`src/rtl/wdt_pkg.sv`:
```
package wdt_pkg;
  // register byte offsets
  localparam int OFF_CTRL  = 'h00;
  localparam int OFF_STAT  = 'h04;
  localparam int OFF_RMASK = 'h08;
  localparam int OFF_COUNT = 'h34;

  // field positions
  localparam int CTRL_RUN_BIT   = 8;
  localparam int CTRL_REF_BIT   = 10;
  localparam int CTRL_RATIO_LSB = 16;
  localparam int RATIO_W        = 3;
  localparam int STAT_EXP_BIT   = 31;
  localparam int RMASK_BIT      = 8;

  // prescaler counter spans the largest ratio
  localparam int PCNT_W = (1 << RATIO_W) - 1;

  function automatic logic [PCNT_W-1:0] ratio_mask(input logic [RATIO_W-1:0] r);
    return PCNT_W'((1 << r) - 1);
  endfunction

  // a tick falls on the last clock of each 2^r window
  function automatic logic tick_due(input logic [PCNT_W-1:0] p,
                                    input logic [RATIO_W-1:0] r);
    return (p & ratio_mask(r)) == ratio_mask(r);
  endfunction
endpackage

```
`src/rtl/wdt_regs.sv`:
```
module wdt_regs import wdt_pkg::*; #(
  parameter int ADDR_W = 8,
  parameter int DATA_W = 32
) (
  input  logic              clk,
  input  logic              rst_n,
  input  logic [ADDR_W-1:0] bus_addr,
  input  logic [DATA_W-1:0] bus_wdata,
  input  logic              bus_we,
  input  logic [DATA_W-1:0] cnt_q,
  input  logic              expire_evt,
  output logic [DATA_W-1:0] bus_rdata,
  output logic              run,
  output logic              use_ref,
  output logic [RATIO_W-1:0] ratio,
  output logic              mask_en,
  output logic              stat_exp,
  output logic              stat_clr,
  output logic              cnt_load,
  output logic [DATA_W-1:0] load_val
);
  localparam logic [DATA_W-1:0] CTRL_KEEP =
      (DATA_W'(1) << CTRL_RUN_BIT) | (DATA_W'(1) << CTRL_REF_BIT) |
      (DATA_W'((1 << RATIO_W) - 1) << CTRL_RATIO_LSB);
  localparam logic [DATA_W-1:0] RMASK_KEEP = DATA_W'(1) << RMASK_BIT;

  logic sel_ctrl, sel_stat, sel_rmask, sel_cnt;
  logic [DATA_W-1:0] ctrl_q, rmask_q;
  logic stat_q;

  assign sel_ctrl  = bus_addr == ADDR_W'(OFF_CTRL);
  assign sel_stat  = bus_addr == ADDR_W'(OFF_STAT);
  assign sel_rmask = bus_addr == ADDR_W'(OFF_RMASK);
  assign sel_cnt   = bus_addr == ADDR_W'(OFF_COUNT);

  assign cnt_load = bus_we & sel_cnt;
  assign load_val = bus_wdata;
  assign stat_clr = bus_we & sel_stat & ~bus_wdata[STAT_EXP_BIT];

  always_ff @(posedge clk or negedge rst_n) begin
    if (!rst_n) begin
      ctrl_q  <= '0;
      rmask_q <= '0;
      stat_q  <= 1'b0;
    end else begin
      if (bus_we && sel_ctrl)  ctrl_q  <= bus_wdata & CTRL_KEEP;
      if (bus_we && sel_rmask) rmask_q <= bus_wdata & RMASK_KEEP;
      if (expire_evt)          stat_q  <= 1'b1;
      else if (stat_clr)       stat_q  <= 1'b0;
    end
  end

  assign run      = ctrl_q[CTRL_RUN_BIT];
  assign use_ref  = ctrl_q[CTRL_REF_BIT];
  assign ratio    = ctrl_q[CTRL_RATIO_LSB +: RATIO_W];
  assign mask_en  = rmask_q[RMASK_BIT];
  assign stat_exp = stat_q;

  always_comb begin
    bus_rdata = '0;
    if (sel_ctrl)       bus_rdata = ctrl_q;
    else if (sel_stat)  bus_rdata = DATA_W'(stat_q) << STAT_EXP_BIT;
    else if (sel_rmask) bus_rdata = rmask_q;
    else if (sel_cnt)   bus_rdata = cnt_q;
  end
endmodule

```
`src/rtl/wdt_tickgen.sv`:
```
module wdt_tickgen import wdt_pkg::*; (
  input  logic               clk,
  input  logic               rst_n,
  input  logic               run,
  input  logic               use_ref,
  input  logic [RATIO_W-1:0] ratio,
  input  logic               restart,
  input  logic               ref_tick,
  output logic               tick
);
  logic [PCNT_W-1:0] pcnt;

  always_ff @(posedge clk or negedge rst_n) begin
    if (!rst_n)              pcnt <= '0;
    else if (!run || restart) pcnt <= '0;
    else                     pcnt <= pcnt + PCNT_W'(1);
  end

  assign tick = run & (use_ref ? ref_tick : tick_due(pcnt, ratio));
endmodule

```
`src/rtl/wdt_counter.sv`:
```
module wdt_counter #(
  parameter int DATA_W = 32
) (
  input  logic              clk,
  input  logic              rst_n,
  input  logic              load,
  input  logic [DATA_W-1:0] load_val,
  input  logic              tick,
  output logic [DATA_W-1:0] cnt_q,
  output logic              expire_evt
);
  always_ff @(posedge clk or negedge rst_n) begin
    if (!rst_n)                     cnt_q <= '0;
    else if (load)                  cnt_q <= load_val;
    else if (tick && cnt_q != '0)   cnt_q <= cnt_q - DATA_W'(1);
  end

  assign expire_evt = tick & ~load & (cnt_q == DATA_W'(1));
endmodule

```
`src/rtl/wdt_periph.sv`:
```
module wdt_periph import wdt_pkg::*; #(
  parameter int ADDR_W = 8,
  parameter int DATA_W = 32
) (
  input  logic              clk,
  input  logic              rst_n,
  input  logic [ADDR_W-1:0] bus_addr,
  input  logic [DATA_W-1:0] bus_wdata,
  input  logic              bus_we,
  output logic [DATA_W-1:0] bus_rdata,
  input  logic              ref_tick,
  output logic              irq,
  output logic              reset_out
);
  logic run, use_ref, mask_en, stat_exp, stat_clr, cnt_load;
  logic tick, expire_evt, irq_q, hold_q;
  logic [RATIO_W-1:0] ratio;
  logic [DATA_W-1:0] load_val, cnt_q;

  wdt_regs #(.ADDR_W(ADDR_W), .DATA_W(DATA_W)) u_regs (
    .clk(clk), .rst_n(rst_n), .bus_addr(bus_addr), .bus_wdata(bus_wdata),
    .bus_we(bus_we), .cnt_q(cnt_q), .expire_evt(expire_evt),
    .bus_rdata(bus_rdata), .run(run), .use_ref(use_ref), .ratio(ratio),
    .mask_en(mask_en), .stat_exp(stat_exp), .stat_clr(stat_clr),
    .cnt_load(cnt_load), .load_val(load_val)
  );

  wdt_tickgen u_tick (
    .clk(clk), .rst_n(rst_n), .run(run), .use_ref(use_ref), .ratio(ratio),
    .restart(cnt_load), .ref_tick(ref_tick), .tick(tick)
  );

  wdt_counter #(.DATA_W(DATA_W)) u_cnt (
    .clk(clk), .rst_n(rst_n), .load(cnt_load), .load_val(load_val),
    .tick(tick), .cnt_q(cnt_q), .expire_evt(expire_evt)
  );

  // irq follows the expiry edge; hold remembers it until a reload
  always_ff @(posedge clk or negedge rst_n) begin
    if (!rst_n) begin
      irq_q  <= 1'b0;
      hold_q <= 1'b0;
    end else begin
      irq_q <= expire_evt;
      if (cnt_load)        hold_q <= 1'b0;
      else if (expire_evt) hold_q <= 1'b1;
    end
  end

  assign irq       = irq_q;
  assign reset_out = hold_q & run & mask_en;
endmodule

```
`config.mk`:
```
export PLATFORM = sky130hd
export DESIGN_NAME = wdt_periph
export DESIGN_NICKNAME = d
export VERILOG_FILES = /design/src/rtl/wdt_pkg.sv /design/src/rtl/wdt_regs.sv /design/src/rtl/wdt_tickgen.sv /design/src/rtl/wdt_counter.sv /design/src/rtl/wdt_periph.sv
export SDC_FILE = /design/constraint.sdc
export NUM_CORES = 1
export LEC_CHECK = 0
export ABC_AREA = 1
export BUFFER_PORTS_ARGS = -buffer_cell sky130_fd_sc_hd__buf_4
export CAP_MARGIN = 15
export CORE_ASPECT_RATIO = 0.7
export CORE_UTILIZATION = 50
export CTS_CLUSTER_SIZE = 25
export DETAILED_ROUTE_END_ITERATION = 10
export GPL_ROUTABILITY_DRIVEN = 0
export PLACE_DENSITY_LB_ADDON = 0.15
export SYNTH_ARGS = -nofsm -noshare
export SYNTH_HDL_FRONTEND = slang
export SYNTH_SLANG_ARGS = --single-unit
```
`constraint.sdc`:
```
create_clock -name clk -period 1.5 [get_ports clk]
set_input_delay 0.225 -clock clk [delete_from_list [all_inputs] [get_ports clk]]
set_output_delay 0.225 -clock clk [all_outputs]
set_load 0.02 [all_outputs]
```
======== After elaboration in Yosys (flattened, before gate mapping) ========
Cells that the tools add are included.
operators by class
  add/sub/neg operators ................... 3
  multiply operators ...................... 0
  div/mod/pow operators ................... 0
  $lt $le $gt $ge ......................... 0
  equal/unequal tests ..................... 5
  shift operators ......................... 1
  mux-type cells .......................... 12
  bitwise gates (word level) .............. 11
  reductions and logical operators ........ 10
operator list
  operator               count
  $mux 32                6
  $eq 32x1->1 const B    1
  $reduce_bool 32->1     1
  $sub 32x1->32 const B  1
  $and 1x1->1            8
  $eq 8x3->1 const B     1
  $eq 8x4->1 const B     1
  $eq 8x6->1 const B     1
  $logic_not 8->1        1
  $add 7x1->7 const B    1
  $and 7x7->7            1
  $eq 7x7->1             1
  $mux 7                 1
  $shl 1x3->7 const A    1
  $sub 7x2->7 const B    1
  $reduce_bool 2->1      3
  $mux 1                 5
  $logic_and 1x1->1      3
  $not 1->1              2
  $logic_not 1->1        1
  $logic_or 1x1->1       1
storage, ports and cells
  bits in registers ....................... 48
  latch bits .............................. 0
  memory bits (writable) .................. 0
  bits in read-only memories .............. 0
  output and inout bits ................... 34
  logic and storage cells ................. 49
  memories ................................ 0

======== Logic depth before layout (Yosys ltp) ========
  depth after elaboration ................. 10
  gate-level depth with buffers ........... 13

======== Hierarchy ========
From an unflattened synthesis, not the netlist that was laid out.
second synthesis, totals
  cell total of the unflattened synthesis .. 624
  area, all modules ....................... 4100.2 um2
by module, submodules not included
  module       instances  cells each  area an instance (um2)  sequential area each (um2)
  wdt_counter  1          398         2467.4                  800.8
  wdt_regs     1          168         1163.6                  175.2
  wdt_tickgen  1          51          397.9                   175.2
  wdt_periph   1          7           71.3                    50.0

======== Worst setup path after synthesis ========
OpenSTA, ideal clock, no wires.
  kind .................................... input port to output port
  from .................................... in bus_addr[1]
  to ...................................... out bus_rdata[17]
  arrival ................................. 1.354 ns
  required time ........................... 1.275 ns
  path slack .............................. -0.079 ns
  stages .................................. 6
  cells stage by stage .................... inv_1 > nand3_1 > nor2_2 > nand2_1 > clkbuf_1 > o21ai_0
between the ends
  word-level cells in the longest chain between the ends .. 5
  elaborated cells between the ends (all ways) .. 8
RTL lines
  element          line              RTL
  start, declared  wdt_periph.sv:7   input logic [ADDR_W-1:0] bus_addr,
  $eq 8x6->1       wdt_regs.sv:34    assign sel_cnt = bus_addr == ADDR_W'(OFF_COUNT);
  $mux 32          wdt_regs.sv:64    else if (sel_cnt) bus_rdata = cnt_q;
  $mux 32          wdt_regs.sv:63    else if (sel_rmask) bus_rdata = rmask_q;
  $mux 32          wdt_regs.sv:62    else if (sel_stat) bus_rdata = DATA_W'(stat_q) << STAT_EXP_BIT;
  $mux 32 *        wdt_regs.sv:61    if (sel_ctrl) bus_rdata = ctrl_q;
  end, declared    wdt_periph.sv:10  output logic [DATA_W-1:0] bus_rdata,
Mark *: on every way between the ends. The rest lies on a longest branch, timed or not.

======== Worst setup path in the final report ========
  from .................................... reg u_cnt.cnt_q[20]
  to ...................................... reg u_cnt.cnt_q[18]
between the ends
  word-level cells in the longest chain between the ends .. 3
RTL lines
  element                      line               RTL
  start, declared              wdt_counter.sv:9   output logic [DATA_W-1:0] cnt_q,
  start signal, assigned       wdt_counter.sv:14  else if (load) cnt_q <= load_val;
  start signal, assigned       wdt_counter.sv:15  else if (tick && cnt_q != '0) cnt_q <= cnt_q - DATA_W'(1);
  $reduce_bool 32->1           wdt_counter.sv:15
  $logic_and 1x1->1            wdt_counter.sv:15
  $reduce_bool 2->1 (no line)  n/a
No other way between the ends.
A chain may end at the register's enable or synchronous reset.

==> reports/qor.yml <==
status:
  status: "complete, but fails checks"
  violations: "DRC, setup timing"
timing:
  timing.fmax_mhz: 473.6
  finalSetupViolations: 49
  setup_slack_ns: -0.6116
  slew_violations: 0
  min_period_ns: 2.112
  rsz0062_at_grt: "true"
  clock_skew_ns: 0.008838
  period_share: 1.408
  max_slew_margin: 0.5432
  tns_ns: -18.51
  hold_violations: 0
  worst_pin_slew_ns: 0.6853
clock_network:
  path_clk_slew_ns: 0.11
  cts_tree: "done"
  root_buffer: "clkbuf_8"
  cts_sinks: 48
  clkLatencyLatePin_ns: 0.33
  clk_path_buf_depth: 2
  h-tree-depth: 2
  numCtsBuffers: 5
critical_path:
  r2r_slack_ns: -0.61
  crit_path_end_kind: "flip-flop"
  cp_max_fo: 16
  cp_data_arrival_time_ns: 2.33
  required_ns: 1.72
  critical_path_class: "flip-flop to flip-flop"
  worstSetupStartpointType: "flip-flop"
placed_design:
  dp_hpwl_mm: 9.483
  port-buffer-count: 77
  dp_cells: 874
logic_synthesis:
  synth-async-reset-ratio: 1.000
  ys_top_cells_by_count: "nand2_1, nor2_1, nand3_1"
  yosys_register_bits: 48
  synthDistinctLibCells: 31
  synth_area_leaders: "dfrtp_1, nand2_1, nor2_1"
  syn_inst: 612
  syn-num-nets: 660
  synth.cell_area_um2: 3662
  postSynthAreaPerCell_um2: 5.984
  yosysTopAreaCellShare: 0.3280
  synth_edf_count: 0
  yosysWarnings: 0
  yosysTopAreaCell: "dfrtp_1"
  synth_most_common_cell: "nand2_1"
  synth_flop_cell: "dfrtp_1"
  seq_area_frac_synth: 0.3280
grt:
  grtUsageMet2: 0.5607
  overflow: 0
  first_global_vias: 4363
  grt_start_max_net_pins: 49
  use_met3: 0.06300
  grt_pass1_wl_mm: 20.67
  busiest_layer: "met2"
  grtUsageTotal: 0.3444
  use_met1: 0.4628
  antenna_found_initial: 0
floorplanning:
  fp.dieH_um: 73.61
  rows: 25
  die-area_um2: 7676
  pin_count: 78
  core_area_um2: 6913
  die_w_um: 104.3
  start_util: 0.5298
pwr:
  peakVddDrop_mv: 1.260
  p_per_area_nw_per_um2: 2025
  power_leakage_nw: 3.234
route:
  drc: 3
  vias: 5880
  drtIter0Drc: 1000
  post_drt_wl_per_cell_um: 22.24
  dr.pass1.iters: 11
  finalWirelength_mm: 20.19
  viasPerCell: 6.476
  final_antenna_net_count: 0
layout:
  area_growth_pct: 69.56
  fin_cells: 908
  insertedDiodeCount: 0
  drive_gt1_frac: 0.4361
  nets: 861
job:
  cap_violations: 0
worst_hold_path:
  min-delay-path-class: "primary input to flip-flop"
-- cell type report --
| cell class | instances | area, um^2 |
|---|---|---|
| clock buffer | 5 | 68.82 |
| clock inverter | 3 | 23.77 |
| fill | 288 | 703.2 |
| inverter | 65 | 251.5 |
| multi-input combinational | 484 | 2659 |
| sequential | 48 | 1205 |
| tap | 94 | 117.6 |
| timing repair buffer | 209 | 1884 |
-- layer usage --
metal / vias to the layer above / share of wire
li1: 2304 / -
met5: - / 0
met1: 2576 / 0.34
met3: 253 / 0.16
met2: 747 / 0.41
met4: 0 / 0.085
-- final timing paths --
path,start,to,cells after the start
max,u_cnt.cnt_q[20],u_cnt.cnt_q[18],11
min reg2reg,hold_q,hold_q,2
max reg2reg,u_cnt.cnt_q[20],u_cnt.cnt_q[18],11
min in group asynchronous,rst_n,u_cnt.cnt_q[19],2
max in group asynchronous,rst_n,u_cnt.cnt_q[3],2
min,bus_wdata[8],u_regs.rmask_q[8],3
-- kinds of logic (layout without fill, tap and decap cells) --
family          count (synthesis)  in the layout  synth area share
simple gates                  432            435            0.4909
buf+inv                        83            282           0.09532
flops                          48             48            0.3280
compound gates                 39             39           0.05774
xor+xnor                        6              6           0.01435
fa+ha+maj                       4              4           0.01367
-- per-stage QoR --
step	total power, mW	worst slack (ns)	hold WS [ns]	cell area (um^2)	util
CTS	9.702	-0.1371	0.1114	5409	0.7824
global route	12.84	-0.6458	0.1067	6210	0.8983
floorplan	5.256	-0.07939	-0.07059	3665	-
global placement	8.132	-0.2327	0.2897	5111	0.7394
finish	12.58	-0.6116	0.1199	6210	0.8983
detailed placement	8.351	-0.3004	0.2866	5111	0.7394
-- placed cells by master, fill, tap and decap left out, drive strengths merged, types with 3 or more instances in the layout --
master / Yosys / layout
a21oi: 5 / 5
buf: 9 / 203
clkbuf: 9 / 10
dfrtp: 48 / 48
ha: 4 / 4
inv: 64 / 65
nand2: 238 / 241
nand3: 68 / 68
nand4: 3 / 3
nor2: 115 / 115
nor3: 5 / 5
o21ai: 27 / 27
xor2: 6 / 6
-- report_power, final --
group          switching [mW]  internal, mW
clock network           0.547         0.332
logic                    5.94          3.72
registers               0.394          1.65
-- critical path, stage by stage, from the launching register on --
cell and delay, ns:
dfrtp_1 0.43, nor2_1 0.24, nand2_1 0.18, nor2_2 0.18, inv_1 0.08, nor2_1 0.16
nand2_1 0.12, nand3_4 0.11, buf_12 0.15, nand2_8 0.13, nand2_1 0.13, nand2_1 0.09
-- sequential cells by signal, indices dropped and copies added (netlist names) --
signal	flops
u_regs.rmask_q	1
u_regs.stat_exp	1
irq	1
u_cnt.cnt_q	32
u_regs.ctrl_q	5
hold_q	1
u_tick.pcnt	7
-- repair_timing --
action	CTS	global route
buffers inserted	2	16
hold buffers	1	0
gates resized for setup	57	156
cloned	1	7
endpoints found under the hold margin	48	0
pin swaps	9	22
endpoints found under the setup margin	67	66
(Power assumes the default switching activity.)
